**config.mk**
```make
export PLATFORM = sky130hd
export DESIGN_NAME = raster_timing_gen
export DESIGN_NICKNAME = d
export VERILOG_FILES = /design/src/rtl/raster_pkg.sv /design/src/rtl/raster_axis_counter.sv /design/src/rtl/raster_axis_decode.sv /design/src/rtl/raster_timing_gen.sv
export SDC_FILE = /design/constraint.sdc
export NUM_CORES = 1
export LEC_CHECK = 0
export ABC_AREA = 1
export CORE_MARGIN = 2
export CORE_UTILIZATION = 55
export DETAILED_ROUTE_END_ITERATION = 8
export PLACE_DENSITY = 0.81
export RECOVER_POWER = 25
export SYNTH_ARGS = -nofsm -noshare
export SYNTH_HDL_FRONTEND = slang
export SYNTH_SLANG_ARGS = --single-unit
```
**constraint.sdc**
```tcl
create_clock -name clk -period 2.3 [get_ports clk]
set_clock_uncertainty 0.15 [all_clocks]
set_input_delay 0.46 -clock clk [delete_from_list [all_inputs] [get_ports clk]]
set_output_delay 0.46 -clock clk [all_outputs]
set_load 0.05 [all_outputs]
```
**src/rtl/raster_pkg.sv**
```systemverilog
package raster_pkg;

  // Registered control outputs of the timing generator, kept together so
  // that they always change in the same cycle.
  typedef struct packed {
    logic hsync_n;
    logic vsync_n;
    logic de;
    logic frame_start;
  } raster_sig_t;

  localparam raster_sig_t RASTER_IDLE = '{
    hsync_n:     1'b1,
    vsync_n:     1'b1,
    de:          1'b0,
    frame_start: 1'b0
  };

endpackage

```
**src/rtl/raster_axis_counter.sv**
```systemverilog
module raster_axis_counter #(
  parameter int TOTAL = 520,
  parameter int W     = $clog2(TOTAL)
) (
  input  logic         clk,
  input  logic         rst,
  input  logic         step,
  output logic [W-1:0] cnt,
  output logic         last
);

  localparam logic [W-1:0] LAST_VAL = W'(TOTAL - 1);

  assign last = (cnt == LAST_VAL);

  always_ff @(posedge clk) begin
    if (rst) begin
      cnt <= '0;
    end else if (step) begin
      cnt <= last ? '0 : cnt + W'(1);
    end
  end

  // the count never leaves the axis range
  p_cnt_range_r2: assert property (@(posedge clk) disable iff (rst)
    cnt <= LAST_VAL);

  // a step at the last position wraps to zero
  p_cnt_wrap_r2: assert property (@(posedge clk) disable iff (rst)
    (step && last) |=> (cnt == '0));

  // no step, no movement
  p_cnt_hold_r8: assert property (@(posedge clk) disable iff (rst)
    !step |=> $stable(cnt));

endmodule

```
**src/rtl/raster_axis_decode.sv**
```systemverilog
module raster_axis_decode #(
  parameter int ACTIVE = 480,
  parameter int FRONT  = 24,
  parameter int SYNC   = 8,
  parameter int W      = 10
) (
  input  logic [W-1:0] cnt,
  output logic         active,
  output logic         sync_on,
  output logic         at_zero
);

  localparam int SYNC_BEG = ACTIVE + FRONT;
  localparam int SYNC_END = ACTIVE + FRONT + SYNC;

  logic [31:0] cext;
  assign cext    = 32'(cnt);
  assign active  = (cext < 32'(ACTIVE));
  assign at_zero = (cnt == '0);

  generate
    if (SYNC > 0) begin : g_sync
      assign sync_on = (cext >= 32'(SYNC_BEG)) && (cext < 32'(SYNC_END));
    end else begin : g_nosync
      assign sync_on = 1'b0;
    end
  endgenerate

endmodule

```
**src/rtl/raster_timing_gen.sv**
```systemverilog
module raster_timing_gen
  import raster_pkg::*;
#(
  parameter int H_ACTIVE = 480,
  parameter int H_FRONT  = 24,
  parameter int H_SYNC   = 8,
  parameter int H_BACK   = 8,
  parameter int V_ACTIVE = 640,
  parameter int V_FRONT  = 4,
  parameter int V_SYNC   = 2,
  parameter int V_BACK   = 2,
  localparam int HTOTAL  = H_ACTIVE + H_FRONT + H_SYNC + H_BACK,
  localparam int VTOTAL  = V_ACTIVE + V_FRONT + V_SYNC + V_BACK,
  localparam int HW      = $clog2(HTOTAL),
  localparam int VW      = $clog2(VTOTAL)
) (
  input  logic          clk,
  input  logic          rst,
  input  logic          pix_ce,
  output logic          hsync_n,
  output logic          vsync_n,
  output logic          de,
  output logic          de_late,
  output logic          frame_start,
  output logic [HW-1:0] col,
  output logic [VW-1:0] row
);

  // Internal position: one enabled step ahead of the registered outputs.
  logic [HW-1:0] h_pos;
  logic [VW-1:0] v_pos;
  logic          h_last, v_last;
  logic          h_act, h_sync, h_zero;
  logic          v_act, v_sync, v_zero;

  raster_axis_counter #(.TOTAL(HTOTAL), .W(HW)) u_hcnt (
    .clk  (clk),
    .rst  (rst),
    .step (pix_ce),
    .cnt  (h_pos),
    .last (h_last)
  );

  raster_axis_counter #(.TOTAL(VTOTAL), .W(VW)) u_vcnt (
    .clk  (clk),
    .rst  (rst),
    .step (pix_ce & h_last),
    .cnt  (v_pos),
    .last (v_last)
  );

  raster_axis_decode #(.ACTIVE(H_ACTIVE), .FRONT(H_FRONT), .SYNC(H_SYNC), .W(HW)) u_hdec (
    .cnt     (h_pos),
    .active  (h_act),
    .sync_on (h_sync),
    .at_zero (h_zero)
  );

  raster_axis_decode #(.ACTIVE(V_ACTIVE), .FRONT(V_FRONT), .SYNC(V_SYNC), .W(VW)) u_vdec (
    .cnt     (v_pos),
    .active  (v_act),
    .sync_on (v_sync),
    .at_zero (v_zero)
  );

  raster_sig_t   sig_d, sig_q;
  logic [HW-1:0] col_q;
  logic [VW-1:0] row_q;
  logic          primed;
  logic          de_late_q;

  always_comb begin
    sig_d.hsync_n     = ~h_sync;
    sig_d.vsync_n     = ~v_sync;
    sig_d.de          = h_act & v_act;
    sig_d.frame_start = h_zero & v_zero;
  end

  always_ff @(posedge clk) begin
    if (rst) begin
      sig_q  <= RASTER_IDLE;
      col_q  <= '0;
      row_q  <= '0;
      primed <= 1'b0;
    end else if (pix_ce) begin
      sig_q  <= sig_d;
      col_q  <= h_pos;
      row_q  <= v_pos;
      primed <= 1'b1;
    end else begin
      sig_q.frame_start <= 1'b0;
    end
  end

  // Late copy of data enable, launched on the opposite clock edge.
  always_ff @(negedge clk) begin
    if (rst) de_late_q <= 1'b0;
    else     de_late_q <= sig_q.de;
  end

  assign hsync_n     = sig_q.hsync_n;
  assign vsync_n     = sig_q.vsync_n;
  assign de          = sig_q.de;
  assign frame_start = sig_q.frame_start;
  assign de_late     = de_late_q;
  assign col         = col_q;
  assign row         = row_q;

  // column advances by one between wraps
  p_col_step_r2: assert property (@(posedge clk) disable iff (rst)
    (pix_ce && primed && col != HW'(HTOTAL - 1)) |=> (col == $past(col) + HW'(1)));

  // row is unchanged when column does not wrap
  p_row_hold_r3: assert property (@(posedge clk) disable iff (rst)
    (pix_ce && primed && col != HW'(HTOTAL - 1)) |=> $stable(row));

  // row advances on a column wrap
  p_row_step_r3: assert property (@(posedge clk) disable iff (rst)
    (pix_ce && primed && col == HW'(HTOTAL - 1) && row != VW'(VTOTAL - 1))
      |=> (row == $past(row) + VW'(1)));

  // data enable only inside the visible window
  p_de_window_r4: assert property (@(posedge clk) disable iff (rst)
    de |-> ((32'(col) < 32'(H_ACTIVE)) && (32'(row) < 32'(V_ACTIVE))));

  // vertical sync only in the sync rows
  p_vs_rows_r6: assert property (@(posedge clk) disable iff (rst)
    !vsync_n |-> ((32'(row) >= 32'(V_ACTIVE + V_FRONT)) &&
                  (32'(row) <  32'(V_ACTIVE + V_FRONT + V_SYNC))));

  // frame start marks the origin and lasts one cycle
  p_fs_origin_r7: assert property (@(posedge clk) disable iff (rst)
    frame_start |-> (col == '0 && row == '0 && de));
  p_fs_single_r7: assert property (@(posedge clk) disable iff (rst)
    frame_start |=> !frame_start);

  // outputs hold while the enable is low
  p_hold_r8: assert property (@(posedge clk) disable iff (rst)
    (!pix_ce && primed) |=> ($stable(col) && $stable(row) && $stable(de) &&
                             $stable(hsync_n) && $stable(vsync_n)));

  // the falling-edge copy seen at a rising edge equals de of the cycle before
  p_late_phase_r9: assert property (@(posedge clk) disable iff (rst)
    de_late == de);

endmodule

```
After elaboration in Yosys (flattened, before gate mapping):

Cells that the tools add are included.
Widths: inputs -> output; s select.

* register bits after elaboration: 45
* input port bits: 3
* output and inout port bits: 25
* logic and storage cells: 32

* add/sub/neg operators: 2
* $lt $le $gt $ge: 6
* equality and inequality tests: 2
* mux-type cells: 2
* bitwise operators: 6
* reductions and logical operators: 5

Operators by type and width (count)
* $lt 10x10->1 const B: 3
* $add 10x1->10 const B: 2
* $eq 10x10->1 const B: 2
* $logic_not 10->1: 2
* $mux 10: 2
* $ge 10x10->1 const B: 1
* $ge 10x9->1 const B: 1
* $lt 10x9->1 const B: 1
* $and 1x1->1: 3
* $not 1->1: 3
* $logic_and 1x1->1: 2
* $reduce_or 2->1: 1

Depth between registers and ports, before layout:

Gate-level depths: netlist (run 1).

* word-level depth: 3
* gate-level depth with buffers: 9
* gate-level depth less buffers: 9

By module:

From an unflattened synthesis (run 1), not the netlist that was laid out.

* cells, all modules: 337
* area, all modules: 2338.5 µm²

Modules (own cells, without submodules)
* raster_timing_gen: instances 1, cells each 155, area an instance 1061.0 µm²
* raster_axis_counter (u_vcnt): instances 1, cells each 76, area an instance 580.6 µm²
* raster_axis_counter (u_hcnt): instances 1, cells each 74, area an instance 548.0 µm²
* raster_axis_decode (u_vdec): instances 1, cells each 17, area an instance 76.3 µm²
* raster_axis_decode (u_hdec): instances 1, cells each 15, area an instance 72.6 µm²

==> results.json, run 1 <==
{
  "ys_seq_area_share_pct": 46.3,
  "setup_violations": 1,
  "fill_cells": 301,
  "grt_pass1_wl_um": 7070,
  "wl_per_cell_um": 11.9,
  "postRouteAntennaNets": 0,
  "yosys.area.top_type": "dfxtp_1",
  "min_from": "col[2]",
  "crit_family": "flip-flops",
  "antenna_found_initial": 0,
  "drtPass1Iterations": 4,
  "relSlewSlack_pct": 43.0,
  "peakVddDrop_mv": 0.422,
  "fin_nets": 303,
  "routed_wl_um": 4090,
  "min_path_type": "register to register",
  "regToRegEndpoint": "u_vcnt.cnt[3]",
  "grt_overflow_total": 0,
  "core_um2": 3360,
  "hold_depth": 2,
  "rows": 21,
  "vias_per_cell": 5.02,
  "critPathKind": "register to output pin",
  "drive_gt1_share_pct": 6.06,
  "ctsResizeCount": 0,
  "cts_buffer_depth": 2,
  "post-route-worst-setup-slack_ps": -315,
  "postCtsSetupBuffers": 0,
  "worst_setup_path_start_kind": "register",
  "start_util_pct": 57.9,
  "gp_congestion": 0.944,
  "cts_root_buffer": "clkbuf_4",
  "synth_edf_count": 0,
  "critPathBufInv": 1,
  "slowest_stage": "dfxtp_2",
  "dpl_cell_area_um2": 2300,
  "worstPathMaxFanout": 1,
  "grt_pass1_vias": 1569,
  "drtIter0Drc": 101,
  "grt_max_degree": 25,
  "yosysUniqueCellTypes": 25,
  "synth.top_cell.area_share_pct": 46.3,
  "rsz0062_at_grt": "true",
  "gr-usage-all-layers_pct": 22.3,
  "critical_path.max_stage_delay_ps": 330,
  "yosysMostFrequentCell": "dfxtp_1",
  "min_to": "col[2]",
  "slew_viol_final": 0,
  "violations": "setup timing",
  "reg2reg_setup_slack_ps": 410,
  "netlist_area_um2": 1950,
  "synth-async-reset-ratio_pct": 0,
  "ys_top_cells_by_area": "dfxtp_1 46%, nor2_1 8.3%, nand2_1 7.1%",
  "worst_pin_slew_ps": 855,
  "critPathArrivalTime_ps": 2000,
  "die-area_um2": 4030,
  "numCtsBuffers": 5,
  "insertion_delay_ps": 350,
  "netlist_top_cells_count": "45 x dfxtp_1, 43 x nor2_1, 37 x nand2_1, 33 x inv_1, 25 x o21ai_0",
  "cts_htree_levels": 2,
  "holdBufCountCts": 0,
  "instances_no_fill": 343,
  "ys.warnings.count": 0,
  "status": "complete, but fails checks",
  "synth_ff_type": "dfxtp_1",
  "avgSynthCellArea_um2": 7.40,
  "p_leak_uw": 0.000980,
  "postSynthCellCount": 263,
  "area_growth_pct": 21.1,
  "die_x_um": 63.5,
  "clock_sinks": 45,
  "numPlacedInstances": 335,
  "maxCapViolations": 0,
  "hold_viol": 0,
  "total_power_uw": 1470,
  "rr_startpoint": "u_hcnt.cnt[0]",
  "path_cells": "buf_12",
  "diodes": 0,
  "design_area_um2": 2360,
  "synth_seq_cells": 45,
  "cts_tree": "done",
  "r2r_cells": 8,
  "die_h_um": 63.5,
  "io_pins": 28,
  "critPathRequiredTime_ps": 1690,
  "post-route-drc-count": 0,
  "powerDensity_nw_per_um2": 623,
  "syn_nets": 270,
  "endpoint_kind": "output pin",
  "port_buffers": 27,
  "num_vias": 1723,
  "fin_hold_ws_ps": 342,
  "place_hpwl_um": 3060,
  "path_clk_slew_ps": 120
}
-- worst max-delay path by stage --
stage | from | endpoint | cells past startpoint
after floorplan | de_late | de_late | 0
after detailed placement | rst | de_late | 2
final | de_late | de_late | 1
after CTS | de_late | de_late | 1
after global routing | de_late | de_late | 1
after global placement | rst | de_late | 2
-- layout make-up --
| cell class | instances | area, µm² | area share (%) |
|---|---|---|---|
| clock buffer | 7 | 76.3 | 3.24 |
| clock inverter | 2 | 7.51 | 0.318 |
| inverter | 33 | 129 | 5.46 |
| multi-input combinational | 176 | 865 | 36.7 |
| sequential | 45 | 902 | 38.2 |
| tap | 46 | 57.6 | 2.44 |
| timing repair buffer | 34 | 322 | 13.6 |
-- per-layer routing --
metal	track usage (%)	share of wire, %	wire, µm	vias to the layer above
met5	0	0	0	-
met4	8.97	1.7	69	0
met3	6.43	6.1	251	7
met2	33.7	42	1730	45
met1	30.0	50	2040	752
li1	-	-	-	919
-- sequential cells by signal, indices dropped and copies added, names as in the netlist --
register and count:
col 10, de 1, de_late 1, frame_start 1
hsync_n 1, row 10, u_hcnt.cnt 10, u_vcnt.cnt 10
vsync_n 1
-- per-stage QoR --
stage	util, %	worst slack (ps)	TNS [ps]
final	70.1	-315	-315
after global routing	70.1	-374	-402
after CTS	70.9	-323	-323
after detailed placement	68.5	-110	-110
after global placement	68.5	-106	-106
after floorplan	-	85.6	0
-- cell families after synthesis --
family                   Yosys count  share of synthesized area [%]
AO/OA/AOI/OAI                     51                           13.7
XOR/XNOR                           5                           2.25
adder cells (fa/ha/maj)            4                           2.57
buffers and inverters             42                           8.55
flip-flops                        45                           46.3
AND/OR/NAND/NOR                  116                           26.7
-- cell usage in the layout (no fill, tap or decap), types with 2 or more instances in the layout --
cell / n
nor2_1: 44
dfxtp_1: 44
nand2_1: 38
inv_1: 34
o21ai_0: 25
clkdlybuf4s50_1: 24
a21oi_1: 19
nand3_1: 14
nor3_1: 8
nand4_1: 5
xor2_1: 5
clkbuf_4: 5
ha_1: 4
buf_4: 4
o21ai_1: 3
clkbuf_1: 3
a211oi_1: 2
nor4_1: 2
dlygate4sd3_1: 2
-- where the power goes --
group,switching [µW],total (µW),internal (µW)
Clock,243,457,214
Combinational,131,193,62.6
Sequential,13.2,818,804
-- worst reg2reg max path: stages, from the launching register on --
cell and delay (ps):
dfxtp_1 400, ha_1 250, nand3_1 200, nor2_4 190, nand2_4 100, nand2_1 240, nand2_2 130, inv_1 80
nor2_1 50
Note: power is estimated with default switching activity, not from simulation.
==> run 2: changes to the inputs <==
- SKIP_CTS_REPAIR_TIMING: default -> 1
==> results of run 2 <==
No change in the layout: final DEF, timing and power equal those of run 1.
==> run 3: changes to the inputs <==
- ABC_AREA: 1 -> default
- CORE_ASPECT_RATIO: default -> 0.8
- CORE_UTILIZATION: 55 -> 45
- PLACE_DENSITY: 0.81 -> 0.68
==> results.json, run 3 <==
{
  "io_pins": 28,
  "slew_viol_final": 0,
  "synth_ff_type": "dfxtp_1",
  "start_util_pct": 46.2,
  "core_um2": 4150,
  "port_buffers": 27,
  "postRouteAntennaNets": 0,
  "diodes": 0,
  "gp_congestion": 0.818,
  "powerDensity_nw_per_um2": 579,
  "fill_cells": 393,
  "worst_pin_slew_ps": 523,
  "instances_no_fill": 295,
  "setup_violations": 1,
  "drtPass1Iterations": 4,
  "cts_tree": "done",
  "reg2reg_setup_slack_ps": 310,
  "maxCapViolations": 0,
  "wl_per_cell_um": 13.1,
  "gr-usage-all-layers_pct": 17.1,
  "worstPathMaxFanout": 1,
  "grt_overflow_total": 0,
  "ys_seq_area_share_pct": 47.0,
  "yosys.area.top_type": "dfxtp_1",
  "num_vias": 1494,
  "synth.top_cell.area_share_pct": 47.0,
  "synth_seq_cells": 45,
  "critPathBufInv": 1,
  "fin_hold_ws_ps": 335,
  "rsz0062_at_grt": "true",
  "insertion_delay_ps": 300,
  "place_ws_ps": -95.5,
  "yosysUniqueCellTypes": 34,
  "drtIter0Drc": 143,
  "critPathArrivalTime_ps": 1970,
  "numPlacedInstances": 287,
  "avgSynthCellArea_um2": 9.31,
  "area_growth_pct": 23.2,
  "vias_per_cell": 5.06,
  "post-route-worst-setup-slack_ps": -276,
  "total_power_uw": 1370,
  "die_x_um": 77.0,
  "rows": 21,
  "synth_edf_count": 0,
  "netlist_area_um2": 1920,
  "worst_setup_path_start_kind": "register",
  "drive_gt1_share_pct": 9.24,
  "grt_pass1_wl_um": 6460,
  "syn_nets": 213,
  "postSynthCellCount": 206,
  "cts_htree_levels": 2,
  "p_leak_uw": 0.000893,
  "cts_buffer_depth": 2,
  "path_clk_slew_ps": 80,
  "post-route-drc-count": 0,
  "slowest_stage": "dfxtp_2",
  "die-area_um2": 4800,
  "numCtsBuffers": 5,
  "grt_pass1_vias": 1325,
  "clock_sinks": 45,
  "critPathRequiredTime_ps": 1690,
  "netlist_top_cells_count": "45 x dfxtp_1, 37 x nor2_1, 21 x mux2i_1, 10 x nand2_1, 9 x a21oi_1",
  "layout_common_cells": "44 x dfxtp_1, 37 x nor2_1, 25 x clkdlybuf4s50_1, 21 x mux2i_1, 10 x nand2_1",
  "relSlewSlack_pct": 64.8,
  "routed_wl_um": 3850,
  "violations": "setup timing",
  "critPathKind": "register to output pin",
  "ys.warnings.count": 0,
  "cts_root_buffer": "clkbuf_8",
  "ys_top_cells_by_area": "dfxtp_1 47%, mux2i_1 11%, nor2_1 7.2%",
  "peakVddDrop_mv": 0.346,
  "min_path_type": "register to register",
  "endpoint_kind": "output pin",
  "place_hpwl_um": 2620,
  "crit_family": "flip-flops",
  "status": "complete, but fails checks",
  "setup_tns_ps": -276,
  "critical_path.max_stage_delay_ps": 330,
  "hold_viol": 0,
  "final_common_cell": "dfxtp_1",
  "fin_nets": 244,
  "grt_max_degree": 31,
  "antenna_found_initial": 0,
  "synth-async-reset-ratio_pct": 0,
  "yosysMostFrequentCell": "dfxtp_1",
  "path_cells": "buf_12",
  "die_h_um": 62.4
}
run 3: cell count changes in the layout (fill, tap and decap cells not counted), moves of 10 or more:
| cell | change |
|---|---|
| inv_1 | -29 |
| a21oi_1 | -10 |
| nand2_1 | -28 |
| mux2i_1 | +21 |
| o21ai_0 | -22 |
run 3: logic make-up (layout without fill, tap and decap cells):
| kind of cell | after synthesis | after routing | synth area share (%) |
|---|---|---|---|
| buffers and inverters | 16 | 48 | 3.59 |
| adders and majority gates | 4 | 4 | 2.61 |
| AOI/OAI and AO/OA | 18 | 18 | 5.48 |
| xor gates and xnor gates | 12 | 12 | 5.48 |
| DFF | 45 | 45 | 47.0 |
| and+or+nand+nor | 90 | 90 | 24.9 |
| muxes | 21 | 21 | 11.0 |
run 3: final cells by class:
type / instances / area [µm²] / share of cell area, %
Inverter: 4 / 15.0 / 0.636
Multi-Input combinational cell: 145 / 948 / 40.1
Clock buffer: 5 / 68.8 / 2.91
Timing Repair Buffer: 35 / 335 / 14.2
Clock inverter: 4 / 21.3 / 0.900
Tap cell: 57 / 71.3 / 3.02
Sequential cell: 45 / 902 / 38.2
run 3: path summary, 6_finish.rpt:
| path | depth (start not counted) | to | startpoint |
|---|---|---|---|
| setup reg to reg | 5 | u_vcnt.cnt[9] | u_hcnt.cnt[0] |
| setup / recovery | 1 | de_late | de_late |
| hold reg to reg | 2 | de | de |
| hold / removal | 2 | de | de |
run 3: power breakdown:
group          internal (µW)  leakage, µW  switching [µW]
clock network            211    0.0000454             270
registers                788     0.000364            8.23
logic                   35.7     0.000484            54.2
run 3: layer usage:
layer	GRT usage [%]	up-vias	part of all wire (%)
met3	3.90	4	4.2
li1	-	777	-
met5	0	-	0
met4	8.04	0	1.1
met1	25.6	685	55
met2	23.0	28	39
run 3: worst min-delay path, stage by stage, from the launching register on:
cell      delay [ps]
dfxtp_1          320
nand2b_1          70
a21oi_1           50
run 3: per-stage QoR:
step	utilization (%)	area (µm²)
after floorplan	-	1920
after global placement	54.9	2280
after detailed placement	54.9	2280
after CTS	57.0	2370
after global routing	56.9	2360
final	56.9	2360
